### config.mk
export PLATFORM = sky130hd
export DESIGN_NAME = ddr_lp_seq
export DESIGN_NICKNAME = d
export VERILOG_FILES = /design/src/rtl/lp_pkg.sv /design/src/rtl/lp_wait_cnt.sv /design/src/rtl/lp_cmd_enc.sv /design/src/rtl/ddr_lp_seq.sv
export SDC_FILE = /design/constraint.sdc
export NUM_CORES = 1
export LEC_CHECK = 0
export ABC_AREA = 1
export CORE_MARGIN = 2
export CORE_UTILIZATION = 52
export CTS_CLUSTER_SIZE = 14
export DETAILED_ROUTE_END_ITERATION = 6
export PLACE_DENSITY = 0.83
export SLEW_MARGIN = 30
export SYNTH_ARGS = -nofsm -noshare
export SYNTH_HDL_FRONTEND = slang
export SYNTH_HIERARCHICAL = 1
export SYNTH_SLANG_ARGS = --single-unit
### constraint.sdc
create_clock -name clk -period 1.9 [get_ports clk]
set_clock_uncertainty 0.15 [all_clocks]
set_input_delay 0.57 -clock clk [delete_from_list [all_inputs] [get_ports clk]]
set_output_delay 0.57 -clock clk [all_outputs]
set_load 0.01 [all_outputs]
### src/rtl/lp_pkg.sv
package lp_pkg;
    typedef enum logic [1:0] {
        ST_IDLE = 2'd0,
        ST_SREF = 2'd1,
        ST_PDN  = 2'd2,
        ST_EXIT = 2'd3
    } lp_state_e;

    typedef enum logic {
        CMD_NOP  = 1'b0,
        CMD_SREF = 1'b1
    } lp_cmd_e;

    localparam int WAIT_CMD = 0;
    localparam int WAIT_RD  = 1;
    localparam int N_WAITS  = 2;
endpackage

### src/rtl/lp_wait_cnt.sv
module lp_wait_cnt #(
    parameter int W = 8
) (
    input  logic         clk,
    input  logic         rst_n,
    input  logic         load,
    input  logic [W-1:0] load_val,
    output logic         zero
);
    logic [W-1:0] cnt_d, cnt_q;

    always_comb begin
        cnt_d = cnt_q;
        if (load) begin
            cnt_d = load_val;
        end else if (cnt_q != '0) begin
            cnt_d = cnt_q - 1'b1;
        end
    end

    always_ff @(posedge clk) begin
        if (!rst_n) cnt_q <= '0;
        else        cnt_q <= cnt_d;
    end

    assign zero = (cnt_q == '0);
endmodule

### src/rtl/lp_cmd_enc.sv
module lp_cmd_enc
    import lp_pkg::*;
(
    input  lp_cmd_e cmd,
    output logic    cs_n,
    output logic    ras_n,
    output logic    cas_n,
    output logic    we_n
);
    always_comb begin
        cs_n = 1'b0;
        we_n = 1'b1;
        unique case (cmd)
            CMD_SREF: begin ras_n = 1'b0; cas_n = 1'b0; end
            default:  begin ras_n = 1'b1; cas_n = 1'b1; end
        endcase
    end
endmodule

### src/rtl/ddr_lp_seq.sv
module ddr_lp_seq
    import lp_pkg::*;
#(
    parameter int NB     = 4,
    parameter int T_XSRD = 200,
    parameter int T_XSNR = 10,
    parameter int T_DLL  = 200,
    parameter int T_REFI = 7800
) (
    input  logic          clk,
    input  logic          rst_n,
    input  logic          sref_req,
    input  logic          pdn_req,
    input  logic          wake_req,
    input  logic          dll_off,
    input  logic          acc_busy,
    input  logic [NB-1:0] bank_open,
    output logic          cke,
    output logic          cs_n,
    output logic          ras_n,
    output logic          cas_n,
    output logic          we_n,
    output logic          ready_cmd,
    output logic          ready_rd,
    output logic          busy,
    output logic          in_sref,
    output logic          in_pdn,
    output logic          pdn_active
);
    localparam int WMAX_A = (T_XSRD > T_XSNR) ? T_XSRD : T_XSNR;
    localparam int WMAX   = (WMAX_A > T_DLL) ? WMAX_A : T_DLL;
    localparam int WW     = $clog2(WMAX + 1);
    localparam int RW     = $clog2(T_REFI + 1);

    typedef struct packed {
        lp_state_e     st;
        lp_cmd_e       cmd;
        logic          cke;
        logic          pd_act;
        logic          dll_dis;
        logic [RW-1:0] pd_cnt;
    } seq_t;

    seq_t s_d, s_q;

    logic                 wait_load;
    logic [WW-1:0]        wait_val [N_WAITS];
    logic [N_WAITS-1:0]   wait_zero;

    always_comb begin
        s_d       = s_q;
        s_d.cmd   = CMD_NOP;
        wait_load = 1'b0;
        for (int i = 0; i < N_WAITS; i++) wait_val[i] = '0;
        unique case (s_q.st)
            ST_IDLE: begin
                if (sref_req && !acc_busy) begin
                    s_d.st  = ST_SREF;
                    s_d.cke = 1'b0;
                    s_d.cmd = CMD_SREF;
                end else if (pdn_req && !acc_busy) begin
                    s_d.st      = ST_PDN;
                    s_d.cke     = 1'b0;
                    s_d.pd_act  = |bank_open;
                    s_d.dll_dis = dll_off;
                    s_d.pd_cnt  = '0;
                end
            end
            ST_SREF: begin
                if (wake_req) begin
                    s_d.st             = ST_EXIT;
                    s_d.cke            = 1'b1;
                    wait_load          = 1'b1;
                    wait_val[WAIT_CMD] = WW'(T_XSNR);
                    wait_val[WAIT_RD]  = WW'(T_XSRD);
                end
            end
            ST_PDN: begin
                if (wake_req || s_q.pd_cnt == RW'(T_REFI - 1)) begin
                    s_d.st             = ST_EXIT;
                    s_d.cke            = 1'b1;
                    wait_load          = 1'b1;
                    wait_val[WAIT_CMD] = WW'(1);
                    wait_val[WAIT_RD]  = s_q.dll_dis ? WW'(T_DLL) : WW'(1);
                end else begin
                    s_d.pd_cnt = s_q.pd_cnt + 1'b1;
                end
            end
            default: begin
                if (&wait_zero) s_d.st = ST_IDLE;
            end
        endcase
    end

    always_ff @(posedge clk) begin
        if (!rst_n) begin
            s_q         <= '0;
            s_q.st      <= ST_IDLE;
            s_q.cmd     <= CMD_NOP;
            s_q.cke     <= 1'b1;
        end else begin
            s_q <= s_d;
        end
    end

    for (genvar g = 0; g < N_WAITS; g++) begin : g_wait
        lp_wait_cnt #(.W(WW)) u_cnt (
            .clk      (clk),
            .rst_n    (rst_n),
            .load     (wait_load),
            .load_val (wait_val[g]),
            .zero     (wait_zero[g])
        );
    end

    lp_cmd_enc u_enc (
        .cmd   (s_q.cmd),
        .cs_n  (cs_n),
        .ras_n (ras_n),
        .cas_n (cas_n),
        .we_n  (we_n)
    );

    assign cke        = s_q.cke;
    assign busy       = (s_q.st != ST_IDLE);
    assign in_sref    = (s_q.st == ST_SREF);
    assign in_pdn     = (s_q.st == ST_PDN);
    assign pdn_active = s_q.pd_act;
    assign ready_cmd  = (s_q.st == ST_IDLE) || (s_q.st == ST_EXIT && wait_zero[WAIT_CMD]);
    assign ready_rd   = (s_q.st == ST_IDLE) || (s_q.st == ST_EXIT && wait_zero[WAIT_RD]);
endmodule

## Word-level counts from Yosys, hierarchy flattened

Cells that the tools add are included.

| storage, ports and cells | value |
|---|---|
| flip-flop bits (word level) | 35 |
| input port bits | 11 |
| output and inout bits | 11 |

| cells by class | value |
|---|---|
| add/sub/neg operators | 3 |
| eq/ne operators | 10 |
| mux-type cells | 27 |
| bitwise operators | 1 |
| reductions and logical operators | 26 |

Operators with widths:

| cell | count |
|---|---|
| 8-bit two-way mux | 5 |
| 13-bit two-way mux | 2 |
| 13-bit one-hot mux with 2 select lines | 1 |
| 12-bit one-hot mux with 2 select lines | 1 |
| 8-bit zero test | 2 |
| 16-bit two-way mux | 1 |
| 8-bit nonzero test | 2 |
| 8-bit by 1-bit subtractor with 8-bit output (second input constant) | 2 |
| 13-bit by 1-bit adder with 13-bit output (second input constant) | 1 |
| 13-bit equality test (second input constant) | 1 |
| 12-bit two-way mux | 1 |
| 4-bit AND reduction | 3 |
| 2-bit two-way mux | 5 |
| 9-bit two-way mux | 1 |
| 2-bit inequality test (second input constant) | 4 |
| 2-bit nonzero test | 4 |
| 1-bit two-way mux | 7 |
| 2-bit one-hot mux with 3 select lines | 1 |
| 2-bit equality test (second input constant) | 2 |
| 1-bit logical AND | 4 |
| 2-bit AND reduction | 2 |
| 4-bit nonzero test | 1 |
| 4-bit OR reduction | 1 |
| 1-bit logical OR | 3 |
| 10 further kinds | 10 |

## Longest topological paths before layout

Gate-level depths: netlist (run 1).

| depth | value |
|---|---|
| depth in word-level cells | 5 |
| gate-level depth with buffers | 15 |
| mapped depth without buffers | 14 |

## Modules after synthesis

The synthesis (run 1) kept the hierarchy.

Modules (own cells, without submodules):

| module | times used | cells each | area each (um^2) | seq. area each (um^2) |
|---|---|---|---|---|
| ddr_lp_seq | 1 | 211 | 1300.0 | 380.4 |
| lp_wait_cnt | 2 | 70 | 478.0 | 160.2 |
| lp_cmd_enc | 1 | 6 | 33.8 | 0.0 |

## Least setup slack after synthesis (run 1)

No wires, ideal clock.

| path | value |
|---|---|
| path kind | register -> register |
| start point | register s_q[0] (netlist bit) |
| end point | register g_wait[0].u_cnt.cnt_q[1] |
| setup time | 0.113 ns |
| arrival | 1.663 ns |
| slack | -0.027 ns |
| stages on the path, launching flop included | 16 |
| clock period less this slack | 1.927 ns |
| path through | dfxtp_1 > ha_1 > nand2_1 > nor2_4 > nand3_2 > nand2_2 > nand2_4 > inv_1 > nand2_1 > nand2_1 > buf_2 > inv_2 > nand2_4 > inv_2 > nor2_1 > nor2_1 |

| between the ends | value |
|---|---|
| cells in the longest elaborated chain, start to end | 5 |
| elaborated cells on any way between the ends | 6 |
| classes of those cells | eq/ne (1); mux (3); reduce/logical (2) |

Ends and longest elaborated chain:

| what | line | text |
|---|---|---|
| from (decl) | ddr_lp_seq.sv:44 | `seq_t s_d, s_q;` |
| 13-bit equality test * | ddr_lp_seq.sv:79 | `if (wake_req \|\| s_q.pd_cnt == RW'(T_REFI - 1)) begin` |
| 1-bit logical OR * | ddr_lp_seq.sv:79 |  |
| 1-bit two-way mux * | ddr_lp_seq.sv:79 |  |
| 1-bit one-hot mux with 2 select lines * | ddr_lp_seq.sv:55 | `unique case (s_q.st)` |
| via wait_load | ddr_lp_seq.sv:46 | `logic wait_load;` |
| 8-bit two-way mux / 2-bit nonzero test (equally long branches) | n/a |  |
| to (signal assigned) | lp_wait_cnt.sv:23 | `else cnt_q <= cnt_d;` |
| to (decl) | lp_wait_cnt.sv:10 | `logic [W-1:0] cnt_d, cnt_q;` |

The timed path passes the listed nets; every way through them passes the cells marked *.
A chain may end at the register's enable or synchronous reset.

## Final worst setup path (run 1)

| path | value |
|---|---|
| start point | register s_q[0] (netlist bit) |
| end point | register g_wait[1].u_cnt.cnt_q[6] |

| between the ends | value |
|---|---|
| cells in the longest elaborated chain, start to end | 5 |
| elaborated cells on any way between the ends | 8 |
| classes of those cells | eq/ne (1); mux (5); reduce/logical (2) |

Ends and longest elaborated chain:

| what | line |
|---|---|
| 13-bit equality test * | ddr_lp_seq.sv:79 |
| 1-bit logical OR * | ddr_lp_seq.sv:79 |
| 1-bit two-way mux * | ddr_lp_seq.sv:79 |
| 1-bit one-hot mux with 2 select lines * | ddr_lp_seq.sv:55 |
| via wait_load | ddr_lp_seq.sv:46 |
| 8-bit two-way mux / 2-bit nonzero test (equally long branches) | n/a |
| to (signal assigned) | lp_wait_cnt.sv:23 |
| to (decl) | lp_wait_cnt.sv:10 |

Marks and branches as above.

==> results of run 1 <==
## worst min-delay path by stage
| stage | endpoint | cells after the start | from |
|---|---|---|---|
| floorplan | s_q[1] | 2 | s_q[1] |
| global placement | cke | 2 | cke |
| detailed placement | cke | 2 | cke |
| CTS | cke | 2 | cke |
| global route | g_wait[0].u_cnt/cnt_q[0] | 2 | g_wait[0].u_cnt/cnt_q[0] |
| finish | g_wait[1].u_cnt/cnt_q[0] | 2 | g_wait[1].u_cnt/cnt_q[0] |
## kinds of logic after synthesis
group                    after synthesis  share of synthesized area
AND/OR/NAND/NOR                      210                      0.431
buffers and inverters                 56                      0.102
AO/OA/AOI/OAI                         38                     0.0852
flip-flops                            35                      0.306
adder cells (fa/ha/maj)                8                     0.0437
XOR/XNOR                               7                     0.0268
other                                  3                    0.00492
## cell type report
cell class | instances | area (um2)
Clock inverter | 2 | 35.0
Multi-Input combinational cell | 274 | 1590
Fill cell | 243 | 838
Inverter | 48 | 188
Timing Repair Buffer | 96 | 781
Clock buffer | 6 | 82.6
Tap cell | 52 | 65.1
Sequential cell | 35 | 711
## critical path, stage by stage (launching register included)
cell and delay [ns]:
dfxtp_2 0.36, ha_4 0.16, nand2_4 0.06, nor2_4 0.11
nand3_2 0.12, nand2_2 0.10, nand2_4 0.05, inv_2 0.07
nand2_2 0.09, nand2_4 0.11, buf_8 0.14, inv_4 0.06
nand2_4 0.09, o211ai_1 0.10, nor2_1 0.21
## cell usage after synthesis, drive strengths merged
cell / n
a21oi: 20
buf: 8
clkinv: 1
conb: 3
dfxtp: 35
ha: 8
inv: 47
nand2: 89
nand3: 36
nand3b: 1
nand4: 7
nor2: 64
nor3: 9
nor3b: 3
nor4: 1
o211ai: 2
o21ai: 16
xnor2: 4
xor2: 3
## sequential cells by signal, summed over array words and instances, names as in the netlist
signal / count
g_wait.u_cnt/cnt_q: 16
pdn_active: 1
s_q: 17
cke: 1
## stage by stage
stage | area, um2 | std cells | setup slack, ns | utilization
after global placement | 2980 | 489 | -0.283 | 0.694
after detailed placement | 2980 | 489 | -0.381 | 0.694
after global routing | 3460 | 513 | -0.292 | 0.805
after floorplan | 2320 | 365 | -0.0266 | -
final | 3460 | 513 | -0.188 | 0.805
after CTS | 3260 | 508 | -0.0548 | 0.759
## per-layer routing
layer / part of all wire / up-vias / GRT usage / routed length, um
met5: 0 / - / 0 / 0
met4: 0.065 / 0 / 0.141 / 588
met3: 0.10 / 93 / 0.0577 / 928
met2: 0.48 / 249 / 0.547 / 4360
met1: 0.35 / 1390 / 0.338 / 3150
li1: - / 1321 / - / -
## power breakdown
group	switching, mW	internal, mW
Sequential	0.133	0.912
Combinational	1.82	1.42
Clock	0.298	0.425
## repair_timing
| action | 4_1_cts | 5_1_grt |
|---|---|---|
| setup endpoints to repair | 30 | 36 |
| gates resized for setup | 63 | 48 |
| pin swaps | 11 | 12 |
| cloned | 1 | 1 |
| buffers inserted | 10 | 4 |
==> flow_summary.yaml, run 1 <==
finish:
  area.growth.synth_to_final_pct: 50.9
  final_common_cell: "nand2_1"
  drive_above_1_share: 0.364
  layout_common_cells: "nand2_1 (72), buf_4 (71), nor2_1 (46)"
  layout.nets: 479
  antenna_cells: 0
clock_tree:
  cts_buffer_depth: 2
  cts_buffers: 5
  clkLatencyLatePin_ns: 0.30
  h-tree-depth: 2
  cts_tree: "yes"
  postCtsHoldBufs: 0
  clk_pin_slew_ns: 0.08
  root_buffer: "clkbuf_8"
  cts_sinks: 35
drt:
  dr.first_iter.drc_count: 387
  wl_per_cell_um: 17.6
  drt_first_pass_iters: 7
  route.detailed.drc: 18
  drt-total-wl_um: 9030
  viasPerCell: 5.95
  ant_nets: 0
  dr_total_vias: 3053
job:
  maxCapViolations: 0
setup_path:
  reg2reg_to: "g_wait[1].u_cnt/cnt_q[6]"
  regToRegSetupSlack_ns: -0.19
  critPathLaunchType: "register"
  required_ns: 1.96
  regToRegStartpoint: "s_q[0]"
  critPathArrivalTime_ns: 2.14
  worstRegToRegCells: 14
  crit_start: "s_q[0]"
  endpoint_kind: "register"
  crit_end: "g_wait[1].u_cnt/cnt_q[6]"
  crit_fanout: 8
  path_class: "register to register"
place:
  hpwlAfterDp_um: 4480
  io_buffers: 19
  gp_congestion: 0.913
global_route:
  grt_overflow_total: 0
  grt_pass1_vias: 2745
  grt_usage: 0.303
  grt_first_pass_wirelength_um: 12000
  antenna_found_initial: 0
  grt_start_max_net_pins: 19
timing:
  hold_ws_ns: 0.350
  finalSetupViolCount: 20
  timing_hold_violations_final: 0
  period_minus_slack_ns: 2.09
  finalCritPeriodShare: 1.10
  slew_viol_final: 0
  finalWorstSetupSlack_ns: -0.188
  finalSetupTns_ns: -1.34
  rsz0062_at_grt: "yes"
  fmax_ghz: 0.479
yosys:
  syn_inst: 357
  yosys.cell_types.count: 30
  syn_area_mm2: 0.00229
  ys_top_cells_by_area: "dfxtp_1 (31%), nand2_1 (13%), nor2_1 (9.0%)"
  ys_seq_area_frac: 0.306
  synth-seq-cells: 35
  syn-mean-instance-area_um2: 6.41
  synth_top_area_share: 0.306
  yosysWarnings: 6
  yosys.area.top_type: "dfxtp_1"
die:
  core_mm2: 0.00429
  die_w_um: 70.4
  initial_core_util: 0.533
  die_area_mm2: 0.00495
  die_h_um: 70.4
  num_io_pins: 22
  rows: 24
pwr:
  finalPower_mw: 5.01
  p_per_area_mw_per_mm2: 1450
  p_leak_nw: 1.66
  ir_worst_vdd_mv: 1.13
outcome:
  status: "finished, violations left"
  violations: "DRC, setup timing"
hold_path:
  hp-class: "register to register"
(Power assumes the default switching activity.)
==> run 2, diff against run 1 <==
ABC_CLOCK_PERIOD_IN_PS = 1900   (was unset)
==> results of run 2 <==
Final layout, timing and power as in run 1 (identical DEF).
==> run 3, diff against run 2 <==
ABC_CLOCK_PERIOD_IN_PS = unset   (was 1900)
==> results of run 3 <==
Final layout, timing and power as in run 1 (identical DEF).
